==> config.mk <==
export PLATFORM = sky130hd
export DESIGN_NAME = ptw_refill
export DESIGN_NICKNAME = d
export VERILOG_FILES = /design/src/rtl/ptw_pkg.sv /design/src/rtl/ptw_addr_gen.sv /design/src/rtl/ptw_way_ctr.sv /design/src/rtl/ptw_pte_dec.sv /design/src/rtl/ptw_walk_fsm.sv /design/src/rtl/ptw_refill.sv
export SDC_FILE = /design/constraint.sdc
export NUM_CORES = 1
export LEC_CHECK = 0
export BUFFER_PORTS_ARGS = -buffer_cell sky130_fd_sc_hd__buf_4
export CAP_MARGIN = 20
export CELL_PAD_IN_SITES_DETAIL_PLACEMENT = 1
export CELL_PAD_IN_SITES_GLOBAL_PLACEMENT = 2
export CORE_MARGIN = 4
export CORE_UTILIZATION = 21
export CTS_CLUSTER_DIAMETER = 120
export DETAILED_ROUTE_END_ITERATION = 7
export GPL_TIMING_DRIVEN = 0
export PLACE_DENSITY_LB_ADDON = 0.1
export RECOVER_POWER = 100
export SYNTH_ARGS = -nofsm -noshare
export SYNTH_HDL_FRONTEND = slang
export SYNTH_SLANG_ARGS = --single-unit
==> constraint.sdc <==
create_clock -name clk -period 1.5 [get_ports clk]
set_input_delay 0.3 -clock clk [delete_from_list [all_inputs] [get_ports clk]]
set_output_delay 0.3 -clock clk [all_outputs]
set_load 0.05 [all_outputs]
==> src/rtl/ptw_pkg.sv <==
package ptw_pkg;
  typedef enum logic [2:0] {
    ST_IDLE  = 3'd0,
    ST_XLATE = 3'd1,
    ST_READ  = 3'd2,
    ST_WRITE = 3'd3,
    ST_DONE  = 3'd4
  } walk_st_e;

  localparam logic [1:0] CAUSE_NONE  = 2'd0;
  localparam logic [1:0] CAUSE_IMISS = 2'd1;
  localparam logic [1:0] CAUSE_DMISS = 2'd2;

  localparam int RING_LSB = 4;
  localparam int RING_W   = 2;
  localparam int ATTR_W   = 4;
endpackage

==> src/rtl/ptw_addr_gen.sv <==
module ptw_addr_gen #(
  parameter int VA_W       = 32,
  parameter int PAGE_SHIFT = 12,
  parameter int PTE_LOG2   = 2
) (
  input  logic [VA_W-1:0] base,
  input  logic [VA_W-1:0] vaddr,
  output logic [VA_W-1:0] pte_vaddr
);
  localparam int SHIFT = PAGE_SHIFT - PTE_LOG2;
  localparam logic [VA_W-1:0] ALIGN_MASK = {{(VA_W-PTE_LOG2){1'b1}}, {PTE_LOG2{1'b0}}};

  always_comb begin
    pte_vaddr = (base | (vaddr >> SHIFT)) & ALIGN_MASK;
  end
endmodule

==> src/rtl/ptw_way_ctr.sv <==
module ptw_way_ctr #(
  parameter int WAYS = 4,
  localparam int WAY_W = $clog2(WAYS)
) (
  input  logic             clk,
  input  logic             rst,
  input  logic             advance,
  output logic [WAY_W-1:0] next_way
);
  logic [WAY_W-1:0] ctr_q;

  always_comb begin
    next_way = ctr_q + WAY_W'(1);
  end

  always_ff @(posedge clk) begin
    if (rst) begin
      ctr_q <= '0;
    end else if (advance) begin
      ctr_q <= next_way;
    end
  end
endmodule

==> src/rtl/ptw_pte_dec.sv <==
module ptw_pte_dec
  import ptw_pkg::*;
#(
  parameter int PA_W       = 32,
  parameter int PAGE_SHIFT = 12
) (
  input  logic [PA_W-1:0]            pte,
  output logic [PA_W-PAGE_SHIFT-1:0] ppn,
  output logic [RING_W-1:0]          ring,
  output logic [ATTR_W-1:0]          attr
);
  always_comb begin
    ppn  = pte[PA_W-1:PAGE_SHIFT];
    ring = pte[RING_LSB +: RING_W];
    attr = pte[ATTR_W-1:0];
  end
endmodule

==> src/rtl/ptw_walk_fsm.sv <==
module ptw_walk_fsm
  import ptw_pkg::*;
#(
  parameter int VA_W = 32,
  parameter int PA_W = 32
) (
  input  logic            clk,
  input  logic            rst,
  input  logic            miss_valid,
  input  logic [VA_W-1:0] miss_vaddr,
  input  logic            miss_fetch,
  input  logic            miss_probe,
  input  logic [VA_W-1:0] pte_vaddr_in,
  input  logic            lkp_ok,
  input  logic [PA_W-1:0] lkp_paddr,
  input  logic            mem_req_ready,
  input  logic            mem_rsp_valid,
  input  logic            mem_rsp_err,
  input  logic [PA_W-1:0] mem_rsp_data,
  output logic            lkp_valid,
  output logic [VA_W-1:0] lkp_vaddr,
  output logic            mem_req_valid,
  output logic [PA_W-1:0] mem_req_addr,
  output logic            refill_fire,
  output logic [VA_W-1:0] va_out,
  output logic            fetch_out,
  output logic [PA_W-1:0] pte_out,
  output logic [VA_W-1:0] excvaddr,
  output logic            busy,
  output logic            done_valid,
  output logic            done_fault,
  output logic [1:0]      done_cause
);
  walk_st_e        st_q;
  logic [VA_W-1:0] va_q;
  logic [VA_W-1:0] ptva_q;
  logic [PA_W-1:0] pa_q;
  logic [PA_W-1:0] pte_q;
  logic [VA_W-1:0] excv_q;
  logic            fetch_q;
  logic            probe_q;
  logic            req_pend_q;
  logic            fault_q;

  always_ff @(posedge clk) begin
    if (rst) begin
      st_q       <= ST_IDLE;
      va_q       <= '0;
      ptva_q     <= '0;
      pa_q       <= '0;
      pte_q      <= '0;
      excv_q     <= '0;
      fetch_q    <= 1'b0;
      probe_q    <= 1'b0;
      req_pend_q <= 1'b0;
      fault_q    <= 1'b0;
    end else begin
      case (st_q)
        ST_IDLE: begin
          if (miss_valid) begin
            va_q    <= miss_vaddr;
            fetch_q <= miss_fetch;
            probe_q <= miss_probe;
            ptva_q  <= pte_vaddr_in;
            fault_q <= 1'b0;
            st_q    <= ST_XLATE;
          end
        end
        ST_XLATE: begin
          if (lkp_ok) begin
            pa_q       <= lkp_paddr;
            req_pend_q <= 1'b1;
            st_q       <= ST_READ;
          end else begin
            fault_q <= 1'b1;
            st_q    <= ST_DONE;
          end
        end
        ST_READ: begin
          if (req_pend_q) begin
            if (mem_req_ready) begin
              req_pend_q <= 1'b0;
            end
          end else if (mem_rsp_valid) begin
            if (mem_rsp_err) begin
              fault_q <= 1'b1;
              st_q    <= ST_DONE;
            end else begin
              pte_q <= mem_rsp_data;
              st_q  <= probe_q ? ST_DONE : ST_WRITE;
            end
          end
        end
        ST_WRITE: begin
          excv_q <= va_q;
          st_q   <= ST_DONE;
        end
        ST_DONE: begin
          st_q <= ST_IDLE;
        end
        default: begin
          st_q <= ST_IDLE;
        end
      endcase
    end
  end

  always_comb begin
    busy          = (st_q != ST_IDLE);
    lkp_valid     = (st_q == ST_XLATE);
    lkp_vaddr     = ptva_q;
    mem_req_valid = (st_q == ST_READ) && req_pend_q;
    mem_req_addr  = pa_q;
    refill_fire   = (st_q == ST_WRITE);
    done_valid    = (st_q == ST_DONE);
    done_fault    = fault_q;
    done_cause    = fault_q ? (fetch_q ? CAUSE_IMISS : CAUSE_DMISS) : CAUSE_NONE;
    va_out        = va_q;
    fetch_out     = fetch_q;
    pte_out       = pte_q;
    excvaddr      = excv_q;
  end
endmodule

==> src/rtl/ptw_refill.sv <==
module ptw_refill
  import ptw_pkg::*;
#(
  parameter int VA_W       = 32,
  parameter int PA_W       = 32,
  parameter int PAGE_SHIFT = 12,
  parameter int PTE_LOG2   = 2,
  parameter int WAYS       = 4,
  localparam int WAY_W     = $clog2(WAYS),
  localparam int VPN_W     = VA_W - PAGE_SHIFT,
  localparam int PPN_W     = PA_W - PAGE_SHIFT
) (
  input  logic             clk,
  input  logic             rst,
  input  logic             miss_valid,
  input  logic [VA_W-1:0]  miss_vaddr,
  input  logic             miss_fetch,
  input  logic             miss_probe,
  input  logic [VA_W-1:0]  ptbase,
  output logic             lkp_valid,
  output logic [VA_W-1:0]  lkp_vaddr,
  input  logic             lkp_ok,
  input  logic [PA_W-1:0]  lkp_paddr,
  output logic             mem_req_valid,
  output logic [PA_W-1:0]  mem_req_addr,
  input  logic             mem_req_ready,
  input  logic             mem_rsp_valid,
  input  logic             mem_rsp_err,
  input  logic [PA_W-1:0]  mem_rsp_data,
  output logic             tlbw_en,
  output logic             tlbw_dside,
  output logic [WAY_W-1:0] tlbw_way,
  output logic [VPN_W-1:0] tlbw_vpn,
  output logic [PPN_W-1:0] tlbw_ppn,
  output logic [RING_W-1:0] tlbw_ring,
  output logic [ATTR_W-1:0] tlbw_attr,
  output logic [VA_W-1:0]  excvaddr,
  output logic             busy,
  output logic             done_valid,
  output logic             done_fault,
  output logic [1:0]       done_cause,
  output logic [PA_W-1:0]  done_paddr,
  output logic [RING_W-1:0] done_ring,
  output logic [ATTR_W-1:0] done_attr,
  output logic [PA_W-1:0]  done_pte
);
  logic [VA_W-1:0]   pte_vaddr;
  logic              refill_fire;
  logic [VA_W-1:0]   va_cur;
  logic              fetch_cur;
  logic [PA_W-1:0]   pte_cur;
  logic [PPN_W-1:0]  ppn_dec;
  logic [RING_W-1:0] ring_dec;
  logic [ATTR_W-1:0] attr_dec;

  ptw_addr_gen #(
    .VA_W(VA_W), .PAGE_SHIFT(PAGE_SHIFT), .PTE_LOG2(PTE_LOG2)
  ) addr_i (
    .base(ptbase), .vaddr(miss_vaddr), .pte_vaddr(pte_vaddr)
  );

  ptw_walk_fsm #(
    .VA_W(VA_W), .PA_W(PA_W)
  ) fsm_i (
    .clk(clk), .rst(rst),
    .miss_valid(miss_valid), .miss_vaddr(miss_vaddr),
    .miss_fetch(miss_fetch), .miss_probe(miss_probe),
    .pte_vaddr_in(pte_vaddr),
    .lkp_ok(lkp_ok), .lkp_paddr(lkp_paddr),
    .mem_req_ready(mem_req_ready), .mem_rsp_valid(mem_rsp_valid),
    .mem_rsp_err(mem_rsp_err), .mem_rsp_data(mem_rsp_data),
    .lkp_valid(lkp_valid), .lkp_vaddr(lkp_vaddr),
    .mem_req_valid(mem_req_valid), .mem_req_addr(mem_req_addr),
    .refill_fire(refill_fire), .va_out(va_cur), .fetch_out(fetch_cur),
    .pte_out(pte_cur), .excvaddr(excvaddr), .busy(busy),
    .done_valid(done_valid), .done_fault(done_fault), .done_cause(done_cause)
  );

  ptw_way_ctr #(.WAYS(WAYS)) way_i (
    .clk(clk), .rst(rst), .advance(refill_fire), .next_way(tlbw_way)
  );

  ptw_pte_dec #(.PA_W(PA_W), .PAGE_SHIFT(PAGE_SHIFT)) dec_i (
    .pte(pte_cur), .ppn(ppn_dec), .ring(ring_dec), .attr(attr_dec)
  );

  always_comb begin
    tlbw_en    = refill_fire;
    tlbw_dside = ~fetch_cur;
    tlbw_vpn   = va_cur[VA_W-1:PAGE_SHIFT];
    tlbw_ppn   = ppn_dec;
    tlbw_ring  = ring_dec;
    tlbw_attr  = attr_dec;
    done_paddr = {ppn_dec, va_cur[PAGE_SHIFT-1:0]};
    done_ring  = ring_dec;
    done_attr  = attr_dec;
    done_pte   = pte_cur;
  end
endmodule

[Yosys cells after proc, flatten, opt, wreduce, memory -nomap -nowiden]
Index checks and enable logic that the tools add are counted.
Operators by class
  bitwise logic cells: 4
  equal/unequal tests: 10
  add/sub/neg operators: 1
  mux-type cells: 19
  reductions and logical operators: 11
Operator list (number)
  $or 32x22->32: 1
  $mux 3: 6
  $pmux 3 s4: 1
  $ne 2x2->1 const B: 5
  $mux 1: 8
  $eq 3x2->1 const B: 2
  $reduce_and 2->1: 3
  $reduce_and 6->1: 1
  $reduce_bool 3->1: 2
  $mux 2: 2
  $reduce_and 4->1: 1
  $eq 3x1->1 const B: 1
  $eq 3x3->1 const B: 1
  $logic_not 3->1: 1
  $not 1->1: 3
  $pmux 1 s3: 1
  $reduce_and 3->1: 1
  $add 2x1->2 const B: 1
  $ne 2x1->1 const B: 1
  $pmux 1 s2: 1
  $reduce_bool 2->1: 1
  $logic_and 1x1->1: 1
Word-level totals
  register bits after elaboration: 167

[Logic depth before layout (Yosys ltp)]
Gate-level depths: netlist of the first run.
  depth in word-level cells: 5
  mapped depth: 6
  mapped depth without buffers: 4

[By module]
A second synthesis of the first run with hierarchy kept.
Second synthesis, totals
  cell total of the unflattened synthesis: 854
  area, all modules: 6752.7 µm²
By module, submodules not included
  ptw_walk_fsm: area an instance 6052.1 µm², cells each 759, instances 1
  ptw_addr_gen: area an instance 219.0 µm², cells each 33, instances 1
  ptw_refill: area an instance 198.9 µm², cells each 27, instances 1
  ptw_pte_dec: area an instance 195.2 µm², cells each 26, instances 1
  ptw_way_ctr: area an instance 87.6 µm², cells each 9, instances 1

[Worst setup path after synthesis of the first run]
No wires, ideal clock.
  path type: reg2out
  start point: register fsm_i.st_q[1]
  end point: output lkp_valid
  buffers on the path: 1
  setup slack: -0.494 ns
  cell stages (with the launch flop): 3
  arrival: 1.694 ns
  cells stage by stage: dfxtp_1 -> buf_4 -> nor3b_1
On the way
  longest elaborated chain between the ends: 1
Ends and longest elaborated chain
  start, declared: RTL line ptw_walk_fsm.sv:34  | walk_st_e st_q;
  start signal, assigned: RTL line ptw_walk_fsm.sv:90  | st_q <= probe_q ? ST_DONE : ST_WRITE;
  $eq 3x1->1: RTL line ptw_walk_fsm.sv:110  | lkp_valid = (st_q == ST_XLATE);
  end, declared: RTL line ptw_refill.sv:20  | output logic lkp_valid,
Every way passes these cells.

[Final worst setup path of the first run]
  start point: register fsm_i.st_q[0]
  end point: output mem_req_valid
On the way
  longest elaborated chain between the ends: 2
Ends and longest elaborated chain
  $eq 3x2->1: RTL line ptw_walk_fsm.sv:112  | mem_req_valid = (st_q == ST_READ) && req_pend_q;
  $logic_and 1x1->1: RTL line ptw_walk_fsm.sv:112
  end, declared: RTL line ptw_refill.sv:24  | output logic mem_req_valid,
Every way passes these cells.

==> metrics.txt, run 1 <==
worst r2r src=fsm_i.st_q[1]; synthesized instance count=between 800 and 900; DIE HEIGHT=about 180 um; Final Cycle Share=123%; Port Buffers=around 350; drt wl/cell=between 15 and 20 um; clock skew=0.0112 ns; CTS H-tree lvls=4; initial detailed-routing violation count=between 200 and 250; total track usage=between 10% and 20%; CP required=around 1.2 ns; hpwl dp=21800 um; M1 wire length=12600 um; met2 routed WL=15100 um; number of CTS-inserted buffers=17; Worst Setup SP=fsm_i.st_q[0]; number of antenna violations at the first check in global routing=0; total congestion overflow=0; violated checks=negative setup slack; worst skew pair latency=0.43 ns; yosys warns=0; wire length on met3=2390 um; post-synth top area share=between 50% and 60%; Top Layer Used=met4; CP Cell Sequence=buf_8, nor3b_4, buf_6, and2_4, buf_8; Worst-Margin Slew=between 0.7 and 0.8 ns; crit-path max cell delay=about 0.36 ns; CP Launch Type=register; Final Core Density=around two fifths; average size of a mapped cell=around 8 um^2; Pwr Density=just over 1000 nW/um^2; CTS Sinks=167; fin nets=about 1400; Detail Route Antenna Nets=0; FMAX=~0.54 GHz; CTS tree=built; max-cap viol count=0; DRC=0; Synth Cell Area=between 6000 and 7000 um^2; area growth from synthesis to layout=89.7%; FP Rows=64; layout cells sized above 1=~64%; Fin. Hold Viols=0; I/O Pins=360; top post-synthesis cells by area=dfxtp_1, nand2_1, a21oi_1; core region area=~30000 um^2; status=finished, violations left; die area=~34000 um^2; Data arrival, critical path=~1.6 ns; drt total wl=~30000 um; Die Span X=184 um; sequential area share after synthesis=about half; Synth area leader=dfxtp_1; CTS Buffer Depth=2; GP Congestion=roughly 0.74; slowest stage cell, crit path=dfxtp_4; P_leak=5.62 nW; clock-pin slew on the worst setup and hold paths=0.08 ns; Final setup viols=between 100 and 150; Seq cells post-synth=167; crit path kind=register to primary output; first-pass GRT wire length=between 40000 and 50000 um; Peak VDD IR=~0.00062 V; unrepaired setup endpoints after global routing=yes; worst min path class=primary input to register; vias per inst=about 4.3; CTS Hold Bufs=0; antenna cells=0; Initial Utilization=about a fifth; max-slew violations=0; DR vias=approximately 7200; CP max FO=6; Rel. slew slack=47.1%; vias in the first global route=6928; Pre-antenna DRT Iters=4; min-delay src=lkp_paddr[17]; worst setup margin=-0.346 ns; Worst path most repeated cell=buf_8; Root Driver=clkbuf_16; CP Capture Type=primary output; pin count of the biggest net entering global routing=17; Setup WS pre-CTS=-0.612 ns; Synth cell types=36; clock period minus worst slack=around 1.8 ns
[cells in the mapped netlist, drive strengths merged]
master / n
nand3: 32
o31ai: 1
and3b: 1
nor3b: 3
nand2b: 2
dfxtp: 167
a21oi: 145
nor4bb: 1
nor3: 41
nand4bb: 1
o21ai: 38
nor2: 22
nand3b: 1
nor4b: 1
nand4b: 1
or4b: 1
nor2b: 2
and2: 2
conb: 1
o2bb2ai: 1
a211oi: 2
xor2: 1
nand2: 218
inv: 6
clkbuf: 35
or3: 2
buf: 81
or3b: 2
[cell families (layout without fill, tap and decap cells)]
group	count (synthesis)	after routing	synth area share [%]
buf+inv	122	567	11.4
compound gates	187	187	14.5
other cells	1	2	0.0574
xor+xnor	1	1	0.134
simple gates	333	333	22.7
flops	167	167	51.2
[metal layers]
layer	global-route usage (%)	vias to the layer above
li1	-	3523
met1	20.5	3402
met2	27.5	216
met3	5.31	18
met4	3.79	0
met5	0	-
[what timing repair did]
action / CTS / global route
gates resized for setup: 103 / 418
pin swaps: 5 / 171
cloned: 7 / 14
setup buffers: 18 / 25
endpoints found under the setup margin: 183 / 149
[cells in the final DEF, fill, tap and decap left out, types with 24 or more instances in the layout]
cell,n
buf_4,307
dfxtp_1,143
nand2_1,125
clkbuf_2,116
a21oi_2,75
a21oi_1,70
nand2_4,60
nand2_2,33
nand3_1,32
buf_6,29
clkbuf_16,29
o21ai_2,24
[sequential cells by signal, indices dropped and copies added (netlist names)]
name                cells
fsm_i.excvaddr         32
fsm_i.pte_out          32
fsm_i.va_out           32
way_i.ctr_q             2
fsm_i.req_pend_q        1
fsm_i.fetch_out         1
fsm_i.done_fault        1
fsm_i.mem_req_addr     32
fsm_i.lkp_vaddr        30
fsm_i.st_q              3
fsm_i.probe_q           1
[worst paths after layout]
kind | endpoint | slack [ns] | cells past startpoint
worst max-delay path | mem_req_valid | -0.35 | 5
worst min-delay path | fsm_i.mem_req_addr[17] | 0.11 | 3
worst max register to register | fsm_i.lkp_vaddr[3] | -0.28 | 6
worst min register to register | fsm_i.mem_req_addr[8] | 0.45 | 2
[worst max-delay path, delay by kind of cell (launching register included)]
family,cells,cell delay [ns]
flip-flops,1,0.36
buffers and inverters,3,0.40
AND/OR/NAND/NOR,2,0.36
[power by group]
part | switching (W) | internal [W] | total, W
Clock | 0.00208 | 0.00269 | 0.00477
Combinational | 0.00181 | 0.00120 | 0.00301
Sequential | 0.000176 | 0.00463 | 0.00480
[stage by stage]
stage / hold WS (ns) / power [W] / instances / TNS (ns) / area [um^2]
after floorplan: 0.436 / 0.00614 / 812 / -0.00744 / 6560
after global placement: 0.443 / 0.00706 / 1562 / -56.09 / 9710
after detailed placement: 0.449 / 0.00707 / 1562 / -60.52 / 9710
after CTS: 0.0846 / 0.0122 / 1619 / -20.97 / 11000
after global routing: 0.0824 / 0.0131 / 1653 / -31.39 / 12400
final: 0.106 / 0.0126 / 1653 / -21.69 / 12400
[final cells by class]
class                           count  area [um^2]
Buffer                            114         1000
Clock buffer                       19          433
Clock inverter                     13          186
Fill cell                        3534        18300
Inverter                            6         35.0
Multi-Input combinational cell    523         3630
Sequential cell                   167         3380
Tap cell                          396          495
Timing Repair Buffer              414         3230
Timing Repair inverter              1         3.75
Power figures use the tool's default switching activity.
==> inputs of run 2 (changes only) <==
--- a/config.mk
+++ b/config.mk
@@ -13,8 +13,7 @@
 export CORE_UTILIZATION = 21
 export CTS_CLUSTER_DIAMETER = 120
 export DETAILED_ROUTE_END_ITERATION = 7
-export GPL_TIMING_DRIVEN = 0
-export PLACE_DENSITY_LB_ADDON = 0.1
+export PLACE_DENSITY = 0.83
 export RECOVER_POWER = 100
 export SYNTH_ARGS = -nofsm -noshare
 export SYNTH_HDL_FRONTEND = slang
==> run 2 against run 1 <==
The run still ends with negative setup slack left; fmax up 5.3%; design area down 10%; critical path depth down 2; via count down 2.8%; clock power down 3%; die area unchanged; routed wire length down 1.1%; utilization down 4.1 points; clock skew down 0.0014 ns; cell count down 5.9%.
==> metrics.txt, run 2 (synthesized netlist as in run 1, its figures left out) <==
Data arrival, critical path=1.45 ns; Final Core Density=36.4%; CP max FO=4; DR vias=around 7000; number of antenna violations at the first check in global routing=0; Filler cells=about 3600; drt total wl=approximately 30000 um; Die Span X=184 um; die area=around 34000 um^2; GP Congestion=0.775; CTS Hold Bufs=0; CP Capture Type=primary output; Peak VDD IR=between 0.0007 and 0.0008 V; CTS Sinks=~170; initial detailed-routing violation count=roughly 200; Worst Setup SP=fsm_i.st_q[1]; crit-path max cell delay=around 0.38 ns; WP depth=3; CTS tree=built; total track usage=between 15 and 20%; worst setup margin=-0.252 ns; number of CTS-inserted buffers=17; Top Layer Used=met4; Fin. Hold Viols=0; reg2reg end=fsm_i.lkp_vaddr[17]; M1 wire length=between 10000 and 15000 um; clock skew=between 0.009 and 0.01 ns; Final Cycle Share=117%; P_leak=slightly below 5 nW; clock-pin slew on the worst setup and hold paths=~0.080 ns; I/O Pins=360; fin nets=1283; CP Cell Sequence=buf_6, or3_4, buf_8; WP buf/inv=2; vias per inst=roughly 4.5; area growth from synthesis to layout=70.6%; Root Driver=clkbuf_16; drt wl/cell=between 15 and 20 um; core region area=30700 um^2; slowest stage cell, crit path=or3_4; worst skew pair latency=between 0.4 and 0.5 ns; DRC=0; R2R cell count=6; CP required=around 1.2 ns; CTS H-tree lvls=4; DIE HEIGHT=184 um; hold depth=3; worst min path class=primary input to register; CP delay by family, top=simple AND/OR/NAND/NOR gates; status=finished, violations left; Pwr Density=around 1100 nW/um^2; wire length on met3=around 3100 um; Initial Utilization=a little over a fifth; violated checks=negative setup slack; FP Rows=64; crit path kind=register to primary output; antenna cells=0; most frequent cells in the layout=nand2_1, buf_4, dfxtp_1, clkbuf_2, a21oi_1; Worst Setup EP=busy; commonest non-fill, non-tap cell in the layout=nand2_1; FMAX=0.571 GHz; layout cells sized above 1=a little over half; unrepaired setup endpoints after global routing=yes; worst r2r src=fsm_i.st_q[1]; max-cap viol count=0; Detail Route Antenna Nets=0; met2 routed WL=15100 um; vias in the first global route=roughly 7100; total congestion overflow=0; Final setup viols=100; Pre-antenna DRT Iters=4; Port Buffers=roughly 360; CTS Buffer Depth=2; r2r setup slk=-0.24 ns; pin count of the biggest net entering global routing=42; hpwl dp=slightly below 20000 um; clock period minus worst slack=1.75 ns; max-slew violations=0; first-pass GRT wire length=between 40000 and 50000 um; Hold WS=~0.12 ns; CP Launch Type=register
==> run 2: cell types whose count changed in the layout (fill, tap and decap cells not counted), sizes merged <==
cell / change
bufinv: -1
clkinv: -1
clkinvlp: +1
buf: -115
clkbuf: +17
bufbuf: +1
==> run 2: where the power goes <==
group          switching (W)  internal [W]  total [W]  leakage [nW]
Clock                0.00208       0.00256    0.00464         0.289
Sequential          0.000159       0.00462    0.00478          1.36
Combinational        0.00171       0.00104    0.00275          3.18
Total                0.00395       0.00823     0.0122          4.83
==> run 2: metrics by stage <==
step / TNS (ns) / total power (W) / setup slack, ns / std cells / area (um^2)
6_report: -9.98 / 0.0122 / -0.252 / 1555 / 11100
5_1_grt: -19.75 / 0.0127 / -0.317 / 1555 / 11100
4_1_cts: -12.89 / 0.0121 / -0.295 / 1537 / 10700
3_5_place_dp: -2.57 / 0.00712 / -0.119 / 1489 / 9540
3_3_place_gp: -0.459 / 0.00709 / -0.0478 / 1489 / 9540
2_1_floorplan: -0.00744 / 0.00614 / -0.00744 / 812 / 6560
==> run 2: how the worst min path moves through the flow <==
stage | start | endpoint | slack, ns
6_report | miss_fetch | fsm_i.fetch_out | 0.12
5_1_grt | miss_fetch | fsm_i.fetch_out | 0.1
3_5_place_dp | fsm_i.excvaddr[0] | fsm_i.excvaddr[0] | 0.45
4_1_cts | miss_fetch | fsm_i.fetch_out | 0.08
2_1_floorplan | miss_probe | fsm_i.probe_q | 0.44
3_3_place_gp | fsm_i.excvaddr[15] | fsm_i.excvaddr[15] | 0.44
==> run 2: timing repair <==
action | CTS | global route
pin swaps | 8 | 62
hold endpoints to repair | 0 | 0
gates cloned | 6 | 14
endpoints found under the setup margin | 75 | 163
setup buffers | 10 | 10
gates resized for setup | 66 | 196
==> run 2: cell type report <==
type	instances	area, um^2	area share, %
inverters	6	22.5	0.202
repair buffers	431	3470	31.1
well taps	396	495	4.44
flip-flops and latches	167	3360	30.2
clock buffers	19	443	3.97
multi-input cells	523	3200	28.7
clock inverters	13	159	1.43
==> run 2: metal layers <==
| layer | vias to the layer above | global-route usage (%) |
|---|---|---|
| met3 | 30 | 6.61 |
| met5 | - | 0 |
| met2 | 303 | 27.4 |
| met4 | 0 | 3.99 |
| li1 | 3298 | - |
| met1 | 3330 | 17.3 |
==> run 2: worst min-delay path: cells and delay by family <==
| family | cells | cell delay, ns |
|---|---|---|
| AND/OR/NAND/NOR | 1 | 0.06 |
| AO/OA/AOI/OAI | 1 | 0.04 |
| buffers and inverters | 1 | 0.11 |
